$ cat src/rtl/rx_lsr_tracker.sv
module rx_lsr_tracker #(
  parameter int DEPTH = 16,
  parameter int DW    = 8
) (
  input  logic          clk,
  input  logic          rst_n,
  input  logic          fifo_en,
  input  logic          rx_valid,
  input  logic [DW-1:0] rx_data,
  input  logic          rx_perr,
  input  logic          rx_ferr,
  input  logic          rx_brk,
  input  logic          lsr_rd,
  input  logic          data_rd,
  input  logic          irq_en,
  output logic [DW-1:0] rd_data,
  output logic [7:0]    lsr,
  output logic          irq
);
  localparam int AW = (DEPTH > 1) ? $clog2(DEPTH) : 1;
  localparam int EW = DW + 3;
  localparam logic [AW:0]   FULL_Q = (AW+1)'(DEPTH);
  localparam logic [AW-1:0] LAST   = AW'(DEPTH - 1);

  logic [EW-1:0] mem [DEPTH];
  logic [AW-1:0] wp, rp, rp_nx, wp_nx;
  logic [AW:0]   cnt, cap;
  logic          mode_q, flush, pop, push, oe_ev;
  logic [3:0]    st;
  logic [2:0]    hd_new;

  assign cap    = fifo_en ? FULL_Q : (AW+1)'(1);
  assign flush  = fifo_en != mode_q;
  assign pop    = data_rd && (cnt != '0) && !flush;
  assign push   = rx_valid && !flush && ((cnt < cap) || pop);
  assign oe_ev  = rx_valid && !flush && !push;
  assign rp_nx  = (rp == LAST) ? '0 : rp + 1'b1;
  assign wp_nx  = (wp == LAST) ? '0 : wp + 1'b1;

  always_comb begin
    hd_new = '0;
    if (push && ((cnt == '0) || (pop && cnt == (AW+1)'(1))))
      hd_new = {rx_brk, rx_ferr, rx_perr};
    else if (pop && cnt > (AW+1)'(1))
      hd_new = mem[rp_nx][EW-1:DW];
  end

  always_ff @(posedge clk) begin
    if (push) mem[wp] <= {rx_brk, rx_ferr, rx_perr, rx_data};
  end

  always_ff @(posedge clk) begin
    if (!rst_n) begin
      wp     <= '0;
      rp     <= '0;
      cnt    <= '0;
      st     <= '0;
      mode_q <= fifo_en;
    end else begin
      mode_q <= fifo_en;
      st     <= (lsr_rd ? 4'b0 : st) | {hd_new, oe_ev};
      if (flush) begin
        wp  <= '0;
        rp  <= '0;
        cnt <= '0;
      end else begin
        if (push) wp <= wp_nx;
        if (pop)  rp <= rp_nx;
        cnt <= cnt + (AW+1)'(push) - (AW+1)'(pop);
      end
    end
  end

  assign rd_data = (cnt != '0) ? mem[rp][DW-1:0] : '0;
  assign lsr     = {3'b000, st, cnt != '0};
  assign irq     = irq_en & (|st);
endmodule

$ cat config.mk
export PLATFORM = sky130hd
export DESIGN_NAME = rx_lsr_tracker
export DESIGN_NICKNAME = d
export VERILOG_FILES = /design/src/rtl/rx_lsr_tracker.sv
export SDC_FILE = /design/constraint.sdc
export NUM_CORES = 1
export LEC_CHECK = 0
export BUFFER_PORTS_ARGS = -buffer_cell sky130_fd_sc_hd__buf_4
export CAP_MARGIN = 20
export CORE_ASPECT_RATIO = 0.9
export CORE_MARGIN = 5
export CORE_UTILIZATION = 25
export CTS_CLUSTER_SIZE = 25
export DETAILED_ROUTE_END_ITERATION = 8
export GPL_TIMING_DRIVEN = 1
export MAX_ROUTING_LAYER = met4
export PLACE_DENSITY = 0.43
export SLEW_MARGIN = 40
export SYNTH_ARGS = -nofsm -noshare
export SYNTH_HDL_FRONTEND = slang
export SYNTH_SLANG_ARGS = --single-unit
$ cat constraint.sdc
create_clock -name clk -period 5.22 [get_ports clk]
set_input_delay 0.261 -clock clk [delete_from_list [all_inputs] [get_ports clk]]
set_output_delay 0.261 -clock clk [all_outputs]
set_load 0.005 [all_outputs]
# Word level (Yosys, flattened, before mapping)
# Memory sizes are Yosys's and may differ from the RTL's. A register that Yosys moved wholly into a read port is not among the register bits.
# Index checks and enable logic that the tools add are counted.
[word_totals]
ff_bits = 18
mem_bits_rw = 176
out_inout_bits = 17
memories = 1
[classes]
addsub = 4
n_lt_le_gt_ge = 2
eq_ne = 4
muxes = 11
bitwise = 3
reduce_logical = 16
[mem_list]
columns = ["memory", "words", "word_bits", "read_ports", "rd_ports_with_merged_regs", "write_ports", "line_no", "text"]
rows = [
  ["mem", 16, 11, 2, 1, 1, "25", "logic [EW-1:0] mem [DEPTH];"],
]
[op_table]
columns = ["operator", "count"]
rows = [
  ["$mux W4", 5],
  ["$add A4 B1 Y4 const B", 2],
  ["$eq A4 B4 Y1 const B", 2],
  ["$logic_and A1 B1 Y1", 8],
  ["$mux W8", 1],
  ["$mux W3", 2],
  ["$add A5 B1 Y5", 1],
  ["$eq A5 B1 Y1 const B", 1],
  ["$gt A5 B1 Y1 const B", 1],
  ["$logic_not A5 Y1", 1],
  ["$lt A5 B5 Y1", 1],
  ["$mux W5", 1],
  ["$reduce_bool A5 Y1", 1],
  ["$sub A5 B1 Y5", 1],
  ["$or A4 B4 Y4", 1],
  ["$reduce_or A4 Y1", 1],
  ["$logic_not A1 Y1", 2],
  ["$logic_or A1 B1 Y1", 2],
  ["$mux W1", 2],
  ["$reduce_or A2 Y1", 1],
  ["$and A1 B1 Y1", 1],
  ["$ne A1 B1 Y1", 1],
  ["$not A1 Y1", 1],
]

# Logic depth before layout (Yosys ltp)
[depth]
word_depth = 8
mapped_depth = 14
depth_no_buf = 14

# Worst setup path before layout
# No wires, ideal clock.
[synth_timing]
path_type = "flip-flop to flip-flop"
startpoint = "register cnt[3]"
endpoint = "register cnt[4]"
setup_time_ns = 0.071
t_arrival_ns = 2.851
required_ns = 5.149
setup_slack_ns = 2.298
path_stages_with_launch = 15
n_path_buf = 0
period_less_slack_ns = 2.922
cell_sequence = "dfxtp_1 > inv_1 > ha_1 > or3b_1 > nor2_4 > inv_2 > o2bb2ai_1 > nand2_1 > o21ai_0 > ha_1 > fa_1 > a21oi_1 > nor2_1 > or3_1 > a21oi_1"
[synth_between]
elab_chain_len = 7
[synth_rtl]
columns = ["element", "line_no", "text"]
rows = [
  ["from (decl)", "27", "logic [AW:0] cnt, cap;"],
  ["from (signal assigned)", "69", "cnt <= cnt + (AW+1)'(push) - (AW+1)'(pop);"],
  ["$reduce_bool A5 Y1 (*)", "n/a", ""],
  ["via lsr[0]", "17", "output logic [7:0] lsr,"],
  ["$logic_and A1 B1 Y1 (*) (2 in series)", "34", "assign pop = data_rd && (cnt != '0) && !flush;"],
  ["$logic_or A1 B1 Y1", "35", "assign push = rx_valid && !flush && ((cnt < cap) || pop);"],
  ["$logic_and A1 B1 Y1", "35", ""],
  ["$add A5 B1 Y5", "69", ""],
  ["$sub A5 B1 Y5 (*)", "69", ""],
]
# Mark *: on every way through the listed nets, which the timed path passes. The rest lies on a longest branch.
# A chain may end at the register's enable or synchronous reset.

# Worst setup path in the final report
[layout_timing]
startpoint = "register cnt[3]"
endpoint = "register cnt[4]"
[layout_between]
elab_chain_len = 7
[layout_rtl]
columns = ["element", "line_no"]
rows = [
  ["branches (longest 6 deep; another with $lt A5 B5 Y1)", "n/a"],
  ["$sub A5 B1 Y5 (*)", "69"],
]
# Every way passes the cells marked *.

==> metrics.sh <==
CTS.SINK_COUNT=198
INITIAL_STANDARD_CELL_UTILIZATION_OF_THE_CORE_PCT=25.2
SETUP.WORST_PATH.START_CLASS='flip-flop'
MIN_PERIOD_OVER_PERIOD_PCT=65.6
AVGVIACOUNTPERCELL=4.38
HOLD-PATH-CELL-COUNT=3
REG2REGPATHDEPTH=14
PLACED_CELL_AREA_MM2=0.00872
CP_DATA_ARRIVAL_TIME_NS=3.78
CLOCK-SKEW-FINAL_NS=0.0125
FIRST_ITER_VIOLATIONS=388
SYNTH_ENABLE_FLOP_CELLS=176
NUMBER_OF_CORE_ROWS=62
HOLD_CLASS='primary input to flip-flop'
HPWLAFTERDP_UM=11300
POWER_LEAKAGE_nW=2.95
OUTCOME='finished clean'
DRTANTENNAVIOLNETS=0
UNREPAIRED_SETUP_ENDPOINTS_AFTER_GLOBAL_ROUTING='false'
SYN_INST=412
FINAL_LAYOUT_SIZE_SUFFIX_GT1_SHARE_PCT=25.4
HTREE_NUM_LEVELS=4
DP_WORST_SETUP_SLACK_NS=1.82
FIRSTDRTPASSITERS=5
WORSTMARGINPINSLEW_NS=0.765
CLK_TRANSITION_REPORTED_PATHS_NS=0.07
DETAILROUTE.VIA_COUNT=3855
CLOCK_INSERTION_DELAY_WORST_SKEW_NS=0.44
VIAS_IN_THE_FIRST_GLOBAL_ROUTE=4015
SYNTH.MOST_COMMON_CELL='edfxtp_1'
PATH_MAX_FANOUT=10
SEQ_AREA_FRAC_SYNTH_PCT=71.3
FIN_CELLS=880
SYNTH_TOP_FLOP_CELL='edfxtp_1'
MAX_SLEW_MARGIN_PCT=49.0
SYNTH_SEQ_CELLS=198
HORIZONTAL_DIE_DIMENSION_UM=199
NUMBER_OF_BUFFERS_ADDED_BY_THE_CLOCK_TREE_SYNTHESIS_STEP=17
OVERFLOW=0
FMAXACHIEVABLE_GHz=0.292
FLOORPLAN.DIE.HEIGHT_UM=180
GRT.TOTAL_USAGE_PCT=10.6
WL_PER_CELL_UM=20.3
CLOCK-ROOT-BUFFER='clkbuf_16'
POST_CTS.REPAIR.SETUP_BUFFERS=0
SETUP_TOTAL_NEGATIVE_SLACK_NS=0
SETUP_VIOL=0
IR_DROP_uV=173
LAYOUT-AREA-OVERHEAD-VS-SYNTH_PCT=16.5
DIE-AREA_MM2=0.0358
SYNTH_TOP_CELLS_BY_COUNT='edfxtp_1 (176), mux4_2 (41), dfxtp_1 (22)'
FINAL_PERIOD_MINUS_WORST_SETUP_SLACK_NS=3.43
ANTENNA_VIOLATIONS_BEFORE_REPAIR=0
IO_BUFFER_COUNT=31
ANTENNADIODECOUNT=0
CP_DATA_REQUIRED_TIME_NS=5.57
FLOORPLAN.CORE_AREA_MM2=0.0318
FINAL_NETS=485
SYNTHDOMINANTAREACELLTYPE='edfxtp_1'
DRT_DRC_VIOLATIONS_LEFT=0
FINALHOLDVIOLATIONS=0
GRT_START_MAX_NET_PINS=33
COUNT_OF_YOSYS_WARNINGS_DURING_SYNTHESIS=0
SYNTH_LARGEST_TYPE_AREA_FRACTION_PCT=65.9
DRV_CAP=0
IOPINCOUNT=35
FIN_AREA_MM2=0.00935
NUMPLACEDINSTANCES=847
POST_SYNTH.CELL_AREA_AVG_UM2=19.5
PLACE_CONGESTION=0.812
DRT_WL_TOTAL_UM=17900
LARGEST_BUFFER_COUNT_ON_ANY_CLOCK_PATH=2
SYNTH_CELL_TYPES=44
END_KIND='flip-flop'
SYNTH.TOP_CELLS.BY_AREA='edfxtp_1 (66%), mux4_2 (12%), dfxtp_1 (5.5%), mux4_1 (3.6%), ha_1 (2.3%)'
CTS_TREE='done'
WORST_SLACK_NS=1.79
GRT_PASS1_WL_UM=26800
POWER.DENSITY_mW_PER_MM2=348
POST_SYNTH_ARST_SHARE_PCT=0
NETLIST_AREA_BEFORE_PLACEMENT_MM2=0.00803
TIMING.HOLD.WS_NS=0.135
SETUP.WORST_PATH.CLASS='flip-flop to flip-flop'
FINAL-MAX-SLEW-VIOLATION-COUNT=0
## cells in the final DEF, fill, tap and decap left out, types with 2 or more instances in the layout
cell type	instances
a21oi_1	9
a221o_1	3
and2_1	17
and2_2	4
and3_1	6
buf_4	33
clkbuf_16	17
clkinv_8	7
clkinvlp_4	2
conb_1	3
dfxtp_1	21
edfxtp_1	176
ha_1	15
inv_1	13
inv_6	2
inv_8	3
mux2_2	2
mux2i_1	5
mux4_1	11
mux4_2	41
nand2_1	12
nand3_1	3
nand4_1	3
nor2_1	12
nor3_1	6
o21ai_0	10
or3_1	3
xnor2_1	3
xor2_1	2
## worst max-delay path: stages (launching register included)
cell and delay (ns):
dfxtp_1 0.30, inv_1 0.15, ha_1 0.17, or3b_1 0.42, nor2_4 0.16, inv_2 0.15
o2bb2ai_1 0.26, nand2_1 0.28, o21ai_0 0.14, ha_1 0.24, fa_1 0.41, a21oi_1 0.16
nor2_1 0.06, or3_1 0.30, a21oi_1 0.16
## path summary, 6_finish.rpt
| path | endpoint | start | slack (ns) |
|---|---|---|---|
| worst min register to register | wp[1] | wp[1] | 0.51 |
| worst max register to register | cnt[4] | cnt[3] | 1.79 |
| worst max-delay path | cnt[4] | cnt[3] | 1.79 |
| worst min-delay path | st[0] | lsr_rd | 0.13 |
## stage by stage
stage	utilization [%]	total power, mW
after CTS	29.4	3.29
after global placement	27.4	1.96
after global routing	29.4	3.39
final	29.4	3.25
after detailed placement	27.4	1.96
after floorplan	-	1.87
## logic make-up (layout without fill, tap and decap cells)
kind of cell | count (synthesis) | count (layout) | share of synthesized area (%)
DFF | 198 | 198 | 71.3
and+or+nand+nor | 71 | 71 | 4.79
muxes | 60 | 60 | 16.2
AOI/OAI and AO/OA | 31 | 31 | 2.70
buffers and inverters | 30 | 80 | 1.79
adders and majority gates | 16 | 16 | 2.59
xor gates and xnor gates | 5 | 5 | 0.546
other | 1 | 3 | 0.0467
## layout make-up
| class | count | area [um^2] |
|---|---|---|
| Clock buffer | 17 | 425 |
| Clock inverter | 15 | 196 |
| Fill cell | 3116 | 22500 |
| Inverter | 14 | 52.6 |
| Multi-Input combinational cell | 186 | 2170 |
| Sequential cell | 198 | 5730 |
| Tap cell | 416 | 520 |
| Timing Repair Buffer | 34 | 258 |
## what timing repair did
action | in CTS | in global routing
endpoints found under the setup margin | 0 | 0
hold buffers | 1 | 0
endpoints found under the hold margin | 1 | 0
resized for setup | 0 | 0
## routing by layer
| metal | up-vias | share of wire [%] | global-route usage [%] | routed length, um |
|---|---|---|---|---|
| li1 | 1746 | - | - | - |
| met1 | 2027 | 47 | 14.4 | 8410 |
| met2 | 71 | 48 | 16.2 | 8630 |
| met3 | 11 | 3.9 | 2.71 | 692 |
| met4 | 0 | 0.91 | 2.38 | 162 |
| met5 | - | 0 | - | 0 |
## registers in the layout (all words and copies together), names as in the netlist, named ones only
name,flops
mem,176
st,4
rp,4
wp,4
cnt,5
mode_q,1
## power breakdown
group	internal [mW]	switching, mW
Clock	0.657	0.673
Sequential	1.73	0.00949
Combinational	0.0743	0.104
No activity file was read; power rests on OpenSTA's default activity.
